<file path="config.mk">
export PLATFORM = sky130hd
export DESIGN_NAME = plc_fault_log
export DESIGN_NICKNAME = d
export VERILOG_FILES = /design/src/rtl/plc_pkg.sv /design/src/rtl/plc_fault_log.sv
export SDC_FILE = /design/constraint.sdc
export NUM_CORES = 1
export LEC_CHECK = 0
export BUFFER_PORTS_ARGS = -buffer_cell sky130_fd_sc_hd__buf_2
export CAP_MARGIN = 30
export CORE_MARGIN = 1.5
export CORE_UTILIZATION = 46
export CTS_CLUSTER_DIAMETER = 200
export DETAILED_ROUTE_END_ITERATION = 6
export PLACE_DENSITY = 0.83
export SYNTH_ARGS = -nofsm -noshare
export SYNTH_HDL_FRONTEND = slang
export SYNTH_SLANG_ARGS = --single-unit
</file>
<file path="constraint.sdc">
create_clock -name clk -period 1.1 [get_ports clk]
set_clock_uncertainty 0.15 [all_clocks]
set_input_delay 0.165 -clock clk [delete_from_list [all_inputs] [get_ports clk]]
set_output_delay 0.165 -clock clk [all_outputs]
set_load 0.02 [all_outputs]
</file>
<file path="src/rtl/plc_pkg.sv">
package plc_pkg;
  localparam int AW = 32;

  // Attribute bit positions
  localparam int A_VALID = 0;
  localparam int A_UREAD = 2;
  localparam int A_UWRITE = 3;
  localparam int A_SWRITE = 4;
  localparam int A_DIRTY = 7;
  localparam int A_L1C = 12;
  localparam int A_WTHRU = 14;
  localparam int A_PGLO = 16;

  // Region constants
  localparam logic [AW-1:0] SYS_BASE = 32'hFFC0_0000;
  localparam logic [7:0] TOP_TAG = 8'hFF;
  localparam logic [11:0] XWIN_TAG = 12'hFFA;

  // Status bit positions
  localparam int S_MISS = 19;
  localparam int S_AG2 = 18;
  localparam int S_SUPV = 17;
  localparam int S_WR = 16;

  typedef enum logic [1:0] {
    EXC_MISS = 2'd0,
    EXC_VIOL = 2'd1,
    EXC_MULTI = 2'd2,
    EXC_MISAL = 2'd3
  } exc_code_e;

  typedef enum logic [2:0] {
    IMP_NONE,
    IMP_OK,
    IMP_MISS,
    IMP_VIOL,
    IMP_MISAL,
    IMP_HWERR
  } imp_res_e;

  function automatic logic [AW:0] page_bytes(input logic [1:0] sel);
    case (sel)
      2'd0: page_bytes = (AW+1)'(33'h400);
      2'd1: page_bytes = (AW+1)'(33'h1000);
      2'd2: page_bytes = (AW+1)'(33'h10_0000);
      default: page_bytes = (AW+1)'(33'h40_0000);
    endcase
  endfunction
endpackage

</file>
<file path="src/rtl/plc_fault_log.sv">
module plc_fault_log
  import plc_pkg::*;
(
  input  logic          clk,
  input  logic          rst,
  input  logic          log_en,
  input  logic          inst,
  input  logic          supv,
  input  logic [AW-1:0] addr,
  input  logic [AW-1:0] pc,
  input  logic [AW-1:0] stat,
  output logic [AW-1:0] d_addr,
  output logic [AW-1:0] d_stat,
  output logic [AW-1:0] i_addr,
  output logic [AW-1:0] i_stat
);
  always_ff @(posedge clk) begin
    if (rst) begin
      d_addr <= '0;
      d_stat <= '0;
      i_addr <= '0;
      i_stat <= '0;
    end else if (log_en) begin
      if (inst) begin
        i_addr <= addr;
        i_stat <= stat;
      end else begin
        d_addr <= addr;
        d_stat <= stat;
        i_addr <= pc;
        i_stat <= AW'({supv, 17'd0});
      end
    end
  end


  dlog_pc_chk: assert property (@(posedge clk) disable iff (rst)
    (log_en && !inst) |=> (i_addr == $past(pc) && d_addr == $past(addr)));


  hold_chk: assert property (@(posedge clk) disable iff (rst)
    !log_en |=> ($stable(d_addr) && $stable(d_stat) && $stable(i_addr) && $stable(i_stat)));
endmodule

</file>
==> results.cfg <==
[outcome]
status = finished, violations left
violations = setup timing

[sta]
fin_tns_setup_ns = -24.37
finalCritPeriodShare_pct = 121
fmax_mhz = 749
finalSetupViolCount = 144
hold_violations = 0
maxSlewHeadroom_pct = 75.9
setup_slack_ns = -0.235
report.final.slew_viol_count = 0
rsz0062_at_grt = true
worst_slew_pin_slew_ns = 0.351
fin_crit_ns = 1.33

[setup_path]
crit_arrival_ns = 1.02
cp_slowest_cell = dfxtp_2
start_kind = register
crit_path_max_fanout = 2
crit_buf_inv = 1
critPathRequiredTime_ns = 0.78
crit_type = register to output port
crit_chain = buf_6
endpoint_kind = output port
cp_top_family = flip-flops
critPathMaxStageDelay_ns = 0.37

[placed_design]
hpwl_mm = 9.54
portBuffers = 228
pre_cts_ws_ns = -0.184
post_dp_cell_area_sq_um = 6160
post-place-cells = 895
place.gp.congestion = 0.870

[logic_synthesis]
avgSynthCellArea_sq_um = 8.64
netlist_instances = 563
syn-num-nets = 664
synth_edf_count = 0
synth_top_area_share_pct = 52.7
async_flop_share_pct = 0
yosysTopAreaCell = dfxtp_1
ys_top_cells_by_area = dfxtp_1 53%, nand2_1 9.9%, a21oi_1 9.8%
synth_commonest_cells = 128 x dfxtp_1, 128 x nand2_1, 95 x a21oi_1
synth.distinct_cells = 14
ys.flop_type = dfxtp_1
netlist_area_sq_um = 4860
yosysWarnings = 0
synth_seq_cells = 128
yosysSeqAreaShare_pct = 52.7

[clock_tree]
h-tree-depth = 4
cts_root_buffer = clkbuf_8
cts_max_path_buffers = 2
cts.clk_slew.worst_paths_ns = 0.07
cts_tree = yes
insertion_delay_ns = 0.52
clock-sinks = 128
cts_made_buffers = 17

[pwr]
ir_drop_uv = 1030
leakagePower_nw = 4.18
p_per_area_nw_per_um2 = 1440

[finish]
fin_cells = 1114
utilization_pct = 91.6
layout.nets = 1061
syn2layout_area_growth_pct = 93.5
fill_cells = 375
drive_above_1_share_pct = 51.4
postLayoutCellArea_sq_um = 9410

[floorplanning]
die_h_microns = 106
core-area_sq_um = 10300
start_util_pct = 47.3
io-pin-count = 229
num_rows = 37
die_x_microns = 106
die-area_sq_um = 11200

[detailed_routing]
wl_per_cell_microns = 23.0
drtAntennaViolNets = 0
viasPerCell = 5.88
drt_iter0_drc = 469
dr.pass1.iters = 6
drc = 0
vias = 6548
wirelength_mm = 25.6

[grt]
globalRoute.totalOverflow = 0
grt_usage_pct = 38.2
grt_pass1_vias = 6445
grt_antenna_before_repair = 5
grt_max_degree = 78
grt_first_pass_wirelength_mm = 32.7

[hold_path]
hold_class = primary input to register

[run]
timing.max_cap.violations = 0
through the flow:
stage | hold WS, ns | power [mW]
after detailed placement | 0.270 | 6.62
after floorplan | 0.151 | 5.99
after global placement | 0.258 | 6.57
final | 0.0352 | 13.6
after global routing | 0.0358 | 13.9
after CTS | 0.0246 | 13.0
routing by layer:
| layer | global-route usage [%] | vias up | wire length (microns) |
|---|---|---|---|
| met5 | 0 | - | 13 |
| met4 | 33.2 | 2 | 3070 |
| met3 | 9.96 | 263 | 2040 |
| met2 | 68.3 | 572 | 12700 |
| met1 | 35.8 | 3018 | 7800 |
| li1 | - | 2693 | - |
flip-flops by register name, summed over array words and instances, names as in the netlist:
register / cells
i_addr: 32
d_addr: 32
i_stat: 32
d_stat: 32
layout by cell type, fill, tap and decap left out:
master / count
nand2b_2: 1
buf_2: 98
buf_4: 92
nor2_1: 33
a211oi_4: 1
a211oi_1: 24
a21oi_2: 2
clkbuf_8: 3
clkbuf_1: 1
mux2i_1: 33
dlygate4sd3_1: 99
nand2b_1: 31
buf_12: 10
nand2_1: 128
nand3_1: 31
a21oi_1: 93
clkinv_2: 1
diode_2: 5
and2b_2: 1
bufinv_16: 3
clkinv_4: 4
clkbuf_16: 16
dfxtp_2: 128
a211oi_2: 8
buf_6: 128
clkinvlp_4: 4
cell type report:
cell class / count / area (sq um) / share of cell area (%)
Clock buffer: 20 / 445 / 4.73
Sequential cell: 128 / 2720 / 28.9
Multi-Input combinational cell: 386 / 2080 / 22.2
Timing Repair Buffer: 427 / 3810 / 40.5
Antenna cell: 5 / 12.5 / 0.133
Clock inverter: 12 / 160 / 1.70
Tap cell: 136 / 170 / 1.81
power breakdown:
group	switching (mW)	leakage (nW)	internal, mW
logic	1.29	2.80	1.29
registers	0.211	1.10	4.93
clock network	2.26	0.283	3.59
total	3.76	4.18	9.80
final timing paths:
path | endpoint | slack (ns) | startpoint | cells after the start
setup / recovery | i_addr[19] | -0.23 | i_addr[19] | 1
hold / removal | i_stat[29] | 0.04 | inst | 4
setup reg to reg | i_addr[20] | -0.04 | i_addr[20] | 3
hold reg to reg | d_addr[28] | 0.32 | d_addr[28] | 2
timing repair:
action                                  in CTS  in global routing
gates resized for setup                    384                 12
hold buffers                               100                  0
endpoints found under the setup margin     128                140
endpoints found under the hold margin      128                  0
pin swaps                                    0                  0
setup buffers                               26                 57
cells by family (layout without fill, tap and decap cells):
kind of cell	Yosys count	after routing	share of synthesized area [%]
other cells	0	5	0
mux	33	33	6.79
simple gates	225	225	19.9
flops	128	128	52.7
compound gates	128	128	14.9
buf+inv	49	459	5.76
No activity file was read; power rests on OpenSTA's default activity.
